`src/rtl/scl_rate_pkg.sv`:
```
package scl_rate_pkg;

  // extra module-clock ticks appended to each SCL phase, selected by prescale
  function automatic logic [3:0] extra_delay(input logic [31:0] psc);
    if (psc == 32'd0)      return 4'd7;
    else if (psc == 32'd1) return 4'd6;
    else                   return 4'd5;
  endfunction

  // total ticks of one phase: programmed count plus the extra delay
  function automatic logic [31:0] phase_len(input logic [31:0] cnt,
                                            input logic [3:0]  d);
    return cnt + 32'(d);
  endfunction

endpackage

```
`src/rtl/scl_cfg_shadow.sv`:
```
module scl_cfg_shadow #(
  parameter int DW = 16
) (
  input  logic          clk,
  input  logic          rst_n,
  input  logic          run_en,
  input  logic          reload,
  input  logic [DW-1:0] psc_in,
  input  logic [DW-1:0] low_in,
  input  logic [DW-1:0] high_in,
  output logic [DW-1:0] psc_q,
  output logic [DW-1:0] low_q,
  output logic [DW-1:0] high_q
);

  logic take;
  assign take = !run_en || reload;

  always_ff @(posedge clk) begin
    if (!rst_n) begin
      psc_q  <= '0;
      low_q  <= '0;
      high_q <= '0;
    end else if (take) begin
      psc_q  <= psc_in;
      low_q  <= low_in;
      high_q <= high_in;
    end
  end

  AST_CFG_HOLD: assert property (@(posedge clk) disable iff (!rst_n)
    (run_en && !reload) |=> ($stable(psc_q) && $stable(low_q) && $stable(high_q)));

endmodule

```
`src/rtl/scl_prescaler.sv`:
```
module scl_prescaler #(
  parameter int DW = 16
) (
  input  logic          clk,
  input  logic          rst_n,
  input  logic          run_en,
  input  logic          active,
  input  logic [DW-1:0] psc_q,
  output logic          tick
);

  logic [DW-1:0] pre_cnt;
  logic          at_top;

  assign at_top = (pre_cnt == psc_q);
  assign tick   = active && at_top;

  always_ff @(posedge clk) begin
    if (!rst_n || !run_en || !active) begin
      pre_cnt <= '0;
    end else if (at_top) begin
      pre_cnt <= '0;
    end else begin
      pre_cnt <= pre_cnt + 1'b1;
    end
  end

  AST_PRE_BOUND: assert property (@(posedge clk) disable iff (!rst_n)
    active |-> (pre_cnt <= psc_q));

  AST_PRE_IDLE: assert property (@(posedge clk) disable iff (!rst_n)
    !active |-> (pre_cnt == '0));

endmodule

```
`src/rtl/scl_phase_timer.sv`:
```
module scl_phase_timer
  import scl_rate_pkg::*;
#(
  parameter int DW = 16
) (
  input  logic          clk,
  input  logic          rst_n,
  input  logic          run_en,
  input  logic          tick,
  input  logic [DW-1:0] psc_q,
  input  logic [DW-1:0] low_q,
  input  logic [DW-1:0] high_q,
  output logic          active,
  output logic          scl_low,
  output logic          bit_strobe
);

  localparam int CW = DW + 1;

  logic [3:0]    d_sel;
  logic [CW-1:0] low_len;
  logic [CW-1:0] high_len;
  logic [CW-1:0] cur_len;
  logic [CW-1:0] phase_cnt;
  logic          last_tick;
  logic          phase_end;

  assign d_sel     = extra_delay(32'(psc_q));
  assign low_len   = CW'(phase_len(32'(low_q), d_sel));
  assign high_len  = CW'(phase_len(32'(high_q), d_sel));
  assign cur_len   = scl_low ? low_len : high_len;
  assign last_tick = (phase_cnt == cur_len - 1'b1);
  assign phase_end = tick && last_tick;
  assign bit_strobe = active && !scl_low && phase_end;

  always_ff @(posedge clk) begin
    if (!rst_n || !run_en) begin
      active    <= 1'b0;
      scl_low   <= 1'b0;
      phase_cnt <= '0;
    end else if (!active) begin
      active    <= 1'b1;
      scl_low   <= 1'b1;
      phase_cnt <= '0;
    end else if (tick) begin
      if (last_tick) begin
        phase_cnt <= '0;
        scl_low   <= !scl_low;
      end else begin
        phase_cnt <= phase_cnt + 1'b1;
      end
    end
  end

  AST_PHASE_BOUND: assert property (@(posedge clk) disable iff (!rst_n)
    active |-> (phase_cnt < cur_len));

  AST_LOW_FIRST: assert property (@(posedge clk) disable iff (!rst_n)
    $rose(active) |-> scl_low);

  AST_STROBE_ON_TICK: assert property (@(posedge clk) disable iff (!rst_n)
    bit_strobe |-> (tick && !scl_low));

  AST_STROBE_TO_LOW: assert property (@(posedge clk) disable iff (!rst_n)
    (bit_strobe && run_en) |=> (scl_low && !bit_strobe));

  AST_EXTRA_SEL: assert property (@(posedge clk) disable iff (!rst_n)
    (psc_q == '0) |-> (low_len == CW'(low_q) + CW'(7)));

endmodule

```
`src/rtl/scl_rate_gen.sv`:
```
module scl_rate_gen #(
  parameter int DW = 16
) (
  input  logic          clk,
  input  logic          rst_n,
  input  logic          run_en,
  input  logic [DW-1:0] prescale,
  input  logic [DW-1:0] low_count,
  input  logic [DW-1:0] high_count,
  output logic          mod_tick,
  output logic          scl_low,
  output logic          bit_strobe
);

  logic [DW-1:0] psc_q;
  logic [DW-1:0] low_q;
  logic [DW-1:0] high_q;
  logic          active;
  logic          tick;
  logic          strobe;
  logic          low_ph;

  scl_cfg_shadow #(.DW(DW)) u_shadow (
    .clk     (clk),
    .rst_n   (rst_n),
    .run_en  (run_en),
    .reload  (strobe),
    .psc_in  (prescale),
    .low_in  (low_count),
    .high_in (high_count),
    .psc_q   (psc_q),
    .low_q   (low_q),
    .high_q  (high_q)
  );

  scl_prescaler #(.DW(DW)) u_presc (
    .clk    (clk),
    .rst_n  (rst_n),
    .run_en (run_en),
    .active (active),
    .psc_q  (psc_q),
    .tick   (tick)
  );

  scl_phase_timer #(.DW(DW)) u_phase (
    .clk        (clk),
    .rst_n      (rst_n),
    .run_en     (run_en),
    .tick       (tick),
    .psc_q      (psc_q),
    .low_q      (low_q),
    .high_q     (high_q),
    .active     (active),
    .scl_low    (low_ph),
    .bit_strobe (strobe)
  );

  assign mod_tick   = tick;
  assign scl_low    = low_ph;
  assign bit_strobe = strobe;

  AST_IDLE_QUIET: assert property (@(posedge clk) disable iff (!rst_n)
    !run_en |=> (!scl_low && !mod_tick && !bit_strobe));

endmodule

```
`config.mk`:
```
export PLATFORM = sky130hd
export DESIGN_NAME = scl_rate_gen
export DESIGN_NICKNAME = d
export VERILOG_FILES = /design/src/rtl/scl_rate_pkg.sv /design/src/rtl/scl_cfg_shadow.sv /design/src/rtl/scl_prescaler.sv /design/src/rtl/scl_phase_timer.sv /design/src/rtl/scl_rate_gen.sv
export SDC_FILE = /design/constraint.sdc
export NUM_CORES = 1
export LEC_CHECK = 0
export ABC_CLOCK_PERIOD_IN_PS = 6600
export CELL_PAD_IN_SITES_DETAIL_PLACEMENT = 1
export CELL_PAD_IN_SITES_GLOBAL_PLACEMENT = 2
export CORE_MARGIN = 1.5
export CORE_UTILIZATION = 35
export CTS_CLUSTER_SIZE = 14
export DETAILED_ROUTE_END_ITERATION = 8
export HOLD_SLACK_MARGIN = 0.06
export PLACE_DENSITY_LB_ADDON = 0.1
export SYNTH_ARGS = -nofsm -noshare
export SYNTH_HDL_FRONTEND = slang
export SYNTH_SLANG_ARGS = --single-unit
```
`constraint.sdc`:
```
create_clock -name clk -period 6.6 [get_ports clk]
set_clock_uncertainty 0.2 [all_clocks]
set_input_delay 1.65 -clock clk [delete_from_list [all_inputs] [get_ports clk]]
set_output_delay 1.65 -clock clk [all_outputs]
set_load 0.02 [all_outputs]
```
==> results of run 1 <==
cell usage after synthesis, drive strengths merged, types with 4 or more instances:
| master | number | area share, % |
|---|---|---|
| dfxtp | 83 | 32 |
| xor2 | 23 | 3.9 |
| o211ai | 7 | 1.1 |
| nand3b | 7 | 1.2 |
| o21ai | 9 | 0.86 |
| and4 | 5 | 0.84 |
| and3 | 4 | 0.48 |
| nor4 | 10 | 1.3 |
| buf | 10 | 1.6 |
| nand3 | 23 | 2.2 |
| nor2 | 31 | 2.2 |
| nor3 | 26 | 2.6 |
| and2 | 5 | 0.65 |
| a31oi | 4 | 0.48 |
| ha | 5 | 1.2 |
| clkbuf | 21 | 1.5 |
| nand2 | 129 | 9.3 |
| mux2i | 64 | 13 |
| or3 | 4 | 0.48 |
| nand4 | 17 | 2.0 |
| xnor2 | 44 | 7.4 |
| a21oi | 8 | 0.77 |
| inv | 16 | 1.2 |
worst max-delay path by stage:
stage	to	start
after floorplan	bit_strobe	u_phase.scl_low$_SDFFE_PN0P_
after global placement	bit_strobe	u_shadow.psc_q[15]$_SDFFE_PN0P_
after detailed placement	bit_strobe	u_shadow.psc_q[7]$_SDFFE_PN0P_
after CTS	bit_strobe	u_shadow.psc_q[7]$_SDFFE_PN0P_
after global routing	bit_strobe	u_shadow.psc_q[7]$_SDFFE_PN0P_
final	bit_strobe	u_shadow.psc_q[7]$_SDFFE_PN0P_
stage by stage:
| step | area, µm² | total power (W) |
|---|---|---|
| after detailed placement | 5940 | 0.000749 |
| after floorplan | 5220 | 0.000681 |
| after global routing | 6330 | 0.00139 |
| after CTS | 6290 | 0.00135 |
| after global placement | 5940 | 0.000744 |
| final | 6330 | 0.00133 |
registers in the layout, indices dropped and copies added, names as in the netlist:
name / count
u_presc.pre_cnt: 16
u_shadow.high_q: 16
u_phase.phase_cnt: 17
u_phase.active: 1
u_shadow.psc_q: 16
u_shadow.low_q: 16
u_phase.scl_low: 1
power groups by stage:
stage / Sequential (W) / Clock, W / Combinational, W
2_1_floorplan: 0.000546 / 0 / 0.000135
3_3_place_gp: 0.000550 / 0 / 0.000194
3_5_place_dp: 0.000552 / 0 / 0.000197
4_1_cts: 0.000540 / 0.000607 / 0.000199
5_1_grt: 0.000543 / 0.000628 / 0.000221
6_report: 0.000541 / 0.000593 / 0.000199
worst min-delay path, stage by stage (launching register included):
cell and delay (ns):
dfxtp_1 0.31, nand2_1 0.05, mux2i_1 0.05
layout make-up:
cell class                      instances  share of cell area (%)
Timing Repair Buffer                   69                    10.3
Sequential cell                        83                    26.3
Clock buffer                           10                    3.62
Tap cell                              184                    3.64
Inverter                               16                   0.949
Multi-Input combinational cell        484                    53.4
Clock inverter                          6                    1.76
layer usage:
metal / vias to the layer above / share of wire [%]
li1: 2265 / -
met1: 2123 / 55
met2: 56 / 41
met3: 12 / 2.8
met4: 0 / 1.7
met5: - / 0
cells by family after synthesis:
group / after synthesis
and+or+nand+nor: 277
adders and majority gates: 7
xor gates and xnor gates: 71
muxes: 67
buffers and inverters: 47
DFF: 83
AOI/OAI and AO/OA: 62
timing repair:
item / in CTS / in global routing
setup endpoints to repair: 1 / 1
buffers inserted: 0 / 1
gates cloned: 0 / 0
gates resized for setup: 3 / 9
pin swaps: 0 / 3
==> results.yml, run 1 <==
critical_path:
  timing.rr.start: "u_shadow.psc_q[7]$_SDFFE_PN0P_"
  critical_path_buf_inv_count: 3
  cp_data_arrival_time_ns: 4.48
  cp-start-kind: "flip-flop"
  cp.depth: 14
  crit_chain: "nor4_2 > and4_1 > inv_1 > fa_1 > inv_1 > o211ai_1 > a2111oi_4 > xnor2_2 > nor3_1 > or4b_1 > a21oi_1 > o221ai_2 > nor4_2 > clkbuf_2"
  max_stage_delay_ns: 0.49
  cp_slowest_cell: "fa_1"
  cp_top_family: "simple AND/OR/NAND/NOR gates"
  cp_max_fo: 5
  timing.reg2reg.setup_slack_ns: 1.40
  worstPathRequired_ns: 4.75
  worstRegToRegCells: 15
  crit_type: "reg2out"
  r2r_end: "u_shadow.low_q[8]$_SDFFE_PN0P_"
  crit_path_end_kind: "output pin"
clock_network:
  clkTransAtPathRegs_ns: 0.06
  cts_max_path_buffers: 2
  cts_buffers: 9
  cts_tree: "yes"
  cts_hold_repair.buffers: 0
  cts_root_buffer: "clkbuf_16"
  htree_num_levels: 3
  clock-sinks: 83
  clk_latency_ns: 0.36
routing:
  drc: 0
  avgViaCountPerCell: 5.23
  drtAntennaViolNets: 0
  drt_wl_total_mm: 13.7
  vias: 4456
  drtIter0Drc: 155
  wl_per_cell_um: 16.1
  dr.pass1.iters: 4
global_routing:
  grt_use_met3_pct: 2.95
  busiest_layer: "met1"
  grtUsageMet1_pct: 27.4
  met2_usage_pct: 26.0
  grt_remaining_overflow: 0
  grt_pass1_wl_mm: 23.0
  grt_pass1_vias: 4526
  grt_max_degree: 97
  antenna_found_initial: 0
  grtUsageTotal_pct: 18.2
power:
  p_switching_w: 0.000344
  p_comb_share_pct: 15.0
  internal_power_w: 0.000989
  pwr-share-clk_pct: 44.5
  pwr-share-seq_pct: 40.5
  p_sw_share_pct: 25.8
  p_leak_nw: 2.33
  ir_drop_mv: 0.130
  power.density_nw_per_um2: 211
final_layout:
  final_util_pct: 43.5
  final_cells: 852
  layout_commonest_cell: "nand2_1"
  syn_to_final_growth_pct: 21.2
  multiInputGateArea_um2: 3380
  n_fill_cell: 1745
  nNetsFinal: 720
  layout_common_cells: "129 x nand2_1, 83 x dfxtp_1, 60 x mux2i_1, 51 x clkdlybuf4s50_1, 43 x xnor2_1"
  antenna_cells: 0
  drive_above_1_share_pct: 9.58
  seq_area_um2: 1660
placed_design:
  place_congestion: 0.802
  dp.cells: 835
  pre_cts_ws_ns: 0.0451
  portBuffers: 53
  hpwl_mm: 10.5
synthesis:
  synth.distinct_cells: 79
  synth_edf_count: 0
  yosys.area_share.simple_pct: 26.0
  seq_area_frac_synth_pct: 31.8
  synth_area_per_cell_um2: 8.50
  synth_top_family_by_area: "simple AND/OR/NAND/NOR gates"
  synthXorXnorAreaFrac_pct: 13.0
  syn_area_um2: 5220
  ys_seq_elements: 83
  synthAdderAreaFrac_pct: 1.77
  synth-compound-area-share_pct: 9.83
  synth_cells: 614
  synth_nets: 671
  muxShareOfSynthArea_pct: 13.3
  ys_warn_count: 0
  async_flop_share_pct: 0
  ys.flop_type: "dfxtp_1"
sta:
  period_minus_slack_ns: 6.33
  clock.fmax_ghz: 0.158
  hold_viol: 0
  final.setup.tns_ns: 0
  maxSlewViolCount: 0
  fin_crit_sh_pct: 95.9
  fin_ws_ns: 0.271
  worstMarginPinSlew_ns: 0.918
  finalSetupViolCount: 0
  relSlewSlack_pct: 38.8
  hold_ws_ns: 0.257
floorplanning:
  core_area_um2: 14500
  dieArea_um2: 15600
  die_y_um: 125
  start_util_pct: 35.9
  num_rows: 44
  io_pins: 54
  die_w_um: 125
min_path:
  min_from: "u_shadow.high_q[1]$_SDFFE_PN0P_"
  hp-class: "reg2reg"
  worstHoldEndpoint: "u_shadow.high_q[1]$_SDFFE_PN0P_"
  hold_depth: 2
status:
  outcome: "finished, final reports clean"
flow_run:
  max_cap_viol_count: 0
No activity file was read; power rests on OpenSTA's default activity.
==> inputs of run 2 (changes only) <==
--- a/config.mk
+++ b/config.mk
@@ -13,7 +13,8 @@
 export CTS_CLUSTER_SIZE = 14
 export DETAILED_ROUTE_END_ITERATION = 8
 export HOLD_SLACK_MARGIN = 0.06
-export PLACE_DENSITY_LB_ADDON = 0.1
+export PLACE_DENSITY = 0.88
 export SYNTH_ARGS = -nofsm -noshare
 export SYNTH_HDL_FRONTEND = slang
+export SYNTH_HIERARCHICAL = 1
 export SYNTH_SLANG_ARGS = --single-unit
==> run 2 against run 1 <==
Compared with the run above: largest power group unchanged; design area rose by 5.6%; critical path type unchanged; sequential power about the same; first-iteration DRC count is 3.2% lower.
==> results.yml, run 2 <==
final_layout:
  antenna_cells: 0
  seq_area_um2: 1670
  n_fill_cell: 1823
  max_flop_register: "u_phase/phase_cnt"
  syn_to_final_growth_pct: 21.0
  fin_area_um2: 6680
  layout_commonest_cell: "nand2_1"
  drive_above_1_share_pct: 13.5
  multiInputGateArea_um2: 3640
  final_cells: 915
  layout_common_cells: "129 x nand2_1, 80 x dfxtp_1, 67 x xnor2_1, 59 x mux2i_1, 51 x clkdlybuf4s50_1"
  largest_reg_flops: 17
  nNetsFinal: 757
routing:
  drt_wl_total_mm: 14.3
  vias: 4637
  dr.pass1.iters: 4
  drc: 0
  wl_per_cell_um: 15.7
  drtIter0Drc: 150
  drtAntennaViolNets: 0
  avgViaCountPerCell: 5.07
status:
  outcome: "finished, final reports clean"
sta:
  finalSetupViolCount: 0
  fin_crit_sh_pct: 96.7
  maxSlewViolCount: 0
  worstMarginPinSlew_ns: 0.893
  final.setup.tns_ns: 0
  period_minus_slack_ns: 6.38
  hold_viol: 0
  fin_ws_ns: 0.216
  clock.fmax_ghz: 0.157
  relSlewSlack_pct: 40.4
floorplanning:
  core_area_um2: 15300
  io_pins: 54
  num_rows: 45
  dieArea_um2: 16500
  start_util_pct: 36.0
  die_y_um: 129
  die_w_um: 129
global_routing:
  grtUsageTotal_pct: 18.1
  grt_max_degree: 99
  grt_pass1_wl_mm: 23.7
  antenna_found_initial: 0
  grt_pass1_vias: 4781
  grt_remaining_overflow: 0
flow_run:
  max_cap_viol_count: 0
clock_network:
  cts_buffers: 9
  cts_tree: "yes"
  cts_hold_repair.buffers: 0
  cts_root_buffer: "clkbuf_16"
  clkTransAtPathRegs_ns: 0.06
  cts_max_path_buffers: 2
  clock-sinks: 83
  htree_num_levels: 3
  clk_latency_ns: 0.35
power:
  p_leak_nw: 2.37
  power.density_nw_per_um2: 204
  ir_drop_mv: 0.128
synthesis:
  ys_warn_count: 6
  synth_edf_count: 0
  synthTopCellsByArea: "dfxtp_1 30%, mux2i_1 11%, xnor2_1 11%"
  synth_nets: 705
  synth_area_per_cell_um2: 8.52
  synth_cells: 648
  ys.flop_type: "dfxtp_1"
  async_flop_share_pct: 0
  synth.distinct_cells: 76
  ys_seq_elements: 83
  syn_area_um2: 5520
  synth.most_common_cell: "nand2_1"
  yosysTopAreaCell: "dfxtp_1"
  synth_commonest_cells: "129 x nand2_1, 83 x dfxtp_1, 67 x xnor2_1"
  yosysTopAreaCellShare_pct: 30.1
  seq_area_frac_synth_pct: 30.1
critical_path:
  cp_data_arrival_time_ns: 4.53
  critical_path_buf_inv_count: 2
  max_stage_delay_ns: 0.37
  cp-start-kind: "flip-flop"
  worstPathRequired_ns: 4.75
  cp_top_family: "simple AND/OR/NAND/NOR gates"
  cp_slowest_cell: "a221o_1"
  crit_type: "reg2out"
  crit_chain: "nor4_4 > and4_4 > nand2_1 > ha_2 > inv_1 > fa_2 > nor2b_4 > mux2_1 > a221o_1 > o31ai_4 > nand3_4 > and4bb_2 > a211oi_1 > a22o_1 > nor4b_4 > and3b_2 > buf_4"
  cp_max_fo: 4
  crit_path_end_kind: "output pin"
placed_design:
  hpwl_mm: 10.7
  place_congestion: 0.831
  dp.cells: 896
  place_area_um2: 6210
  pre_cts_ws_ns: -0.0143
  portBuffers: 53
min_path:
  hp-class: "reg2reg"
==> run 2: cell count changes after synthesis, moves of 8 or more <==
cell	previous run	this run
nand3_1	23	31
xnor2_1	44	67
nor2_2	0	10
xor2_1	23	13
clkbuf_1	21	11
==> run 2: power by group <==
part | internal (W) | total (W) | switching [W]
Combinational | 0.000112 | 0.000227 | 0.000115
Sequential | 0.000520 | 0.000544 | 0.0000231
Clock | 0.000381 | 0.000594 | 0.000213
==> run 2: path summary, 6_finish.rpt <==
kind,startpoint,endpoint,slack [ns],depth (start not counted)
max reg2reg,u_shadow/psc_q[7]$_SDFFE_PN0P_,u_shadow/psc_q[4]$_SDFFE_PN0P_,1.22,20
min,u_shadow/low_q[1]$_SDFFE_PN0P_,u_shadow/low_q[1]$_SDFFE_PN0P_,0.26,2
max,u_shadow/psc_q[7]$_SDFFE_PN0P_,bit_strobe,0.22,17
min reg2reg,u_shadow/low_q[1]$_SDFFE_PN0P_,u_shadow/low_q[1]$_SDFFE_PN0P_,0.26,2
==> run 2: area by class of cell <==
type	count	share of cell area, %
Sequential cell	83	24.9
Inverter	13	0.731
Clock inverter	5	1.61
Timing Repair Buffer	78	10.6
Multi-Input combinational cell	515	54.6
Tap cell	211	3.95
Clock buffer	10	3.58
==> run 2: cells by family (layout without fill, tap and decap cells) <==
logic type / after synthesis / in the layout / share of synthesized area, %
XOR/XNOR: 82 / 82 / 13.4
multiplexers: 67 / 67 / 12.6
buffers and inverters: 50 / 106 / 5.58
AO/OA/AOI/OAI: 53 / 53 / 8.00
AND/OR/NAND/NOR: 307 / 307 / 28.8
flip-flops: 83 / 83 / 30.1
adder cells (fa/ha/maj): 6 / 6 / 1.50
==> run 2: what timing repair did <==
item | 4_1_cts | 5_1_grt
endpoints found under the setup margin | 1 | 1
pin swaps | 4 | 12
resized for setup | 10 | 14
buffers inserted | 1 | 3
==> run 2: worst reg2reg max path, cell delays in order, from the launching register on <==
cell and delay [ns]:
dfxtp_2 0.34, nor4_4 0.32, and4_4 0.28, nand2_1 0.07
ha_2 0.21, inv_1 0.08, fa_2 0.22, nor2b_4 0.18
mux2_1 0.33, a221o_1 0.37, o22ai_1 0.35, nand2b_1 0.13
o211ai_1 0.21, a21oi_1 0.12, o31ai_1 0.40, nor4b_4 0.08
and3b_2 0.23, buf_4 0.14, nor2b_4 0.10, buf_4 0.62
mux2i_1 0.31
==> run 2: per-stage QoR <==
stage,utilization (%),hold WS (ns),power [W]
2_1_floorplan,-,0.235,0.000701
3_3_place_gp,40.6,0.246,0.000762
3_5_place_dp,40.6,0.251,0.000771
4_1_cts,43.1,0.267,0.00137
5_1_grt,43.6,0.287,0.00142
6_report,43.6,0.263,0.00136
==> run 2: routing by layer <==
layer / part of all wire [%] / vias to the layer above / GRT usage (%) / routed length (µm)
met2: 45 / 65 / 28.5 / 6430
met4: 1.6 / 0 / 6.61 / 223
li1: - / 2350 / - / -
met3: 3.0 / 15 / 2.95 / 427
met1: 51 / 2207 / 25.0 / 7250
met5: 0 / - / 0 / 0
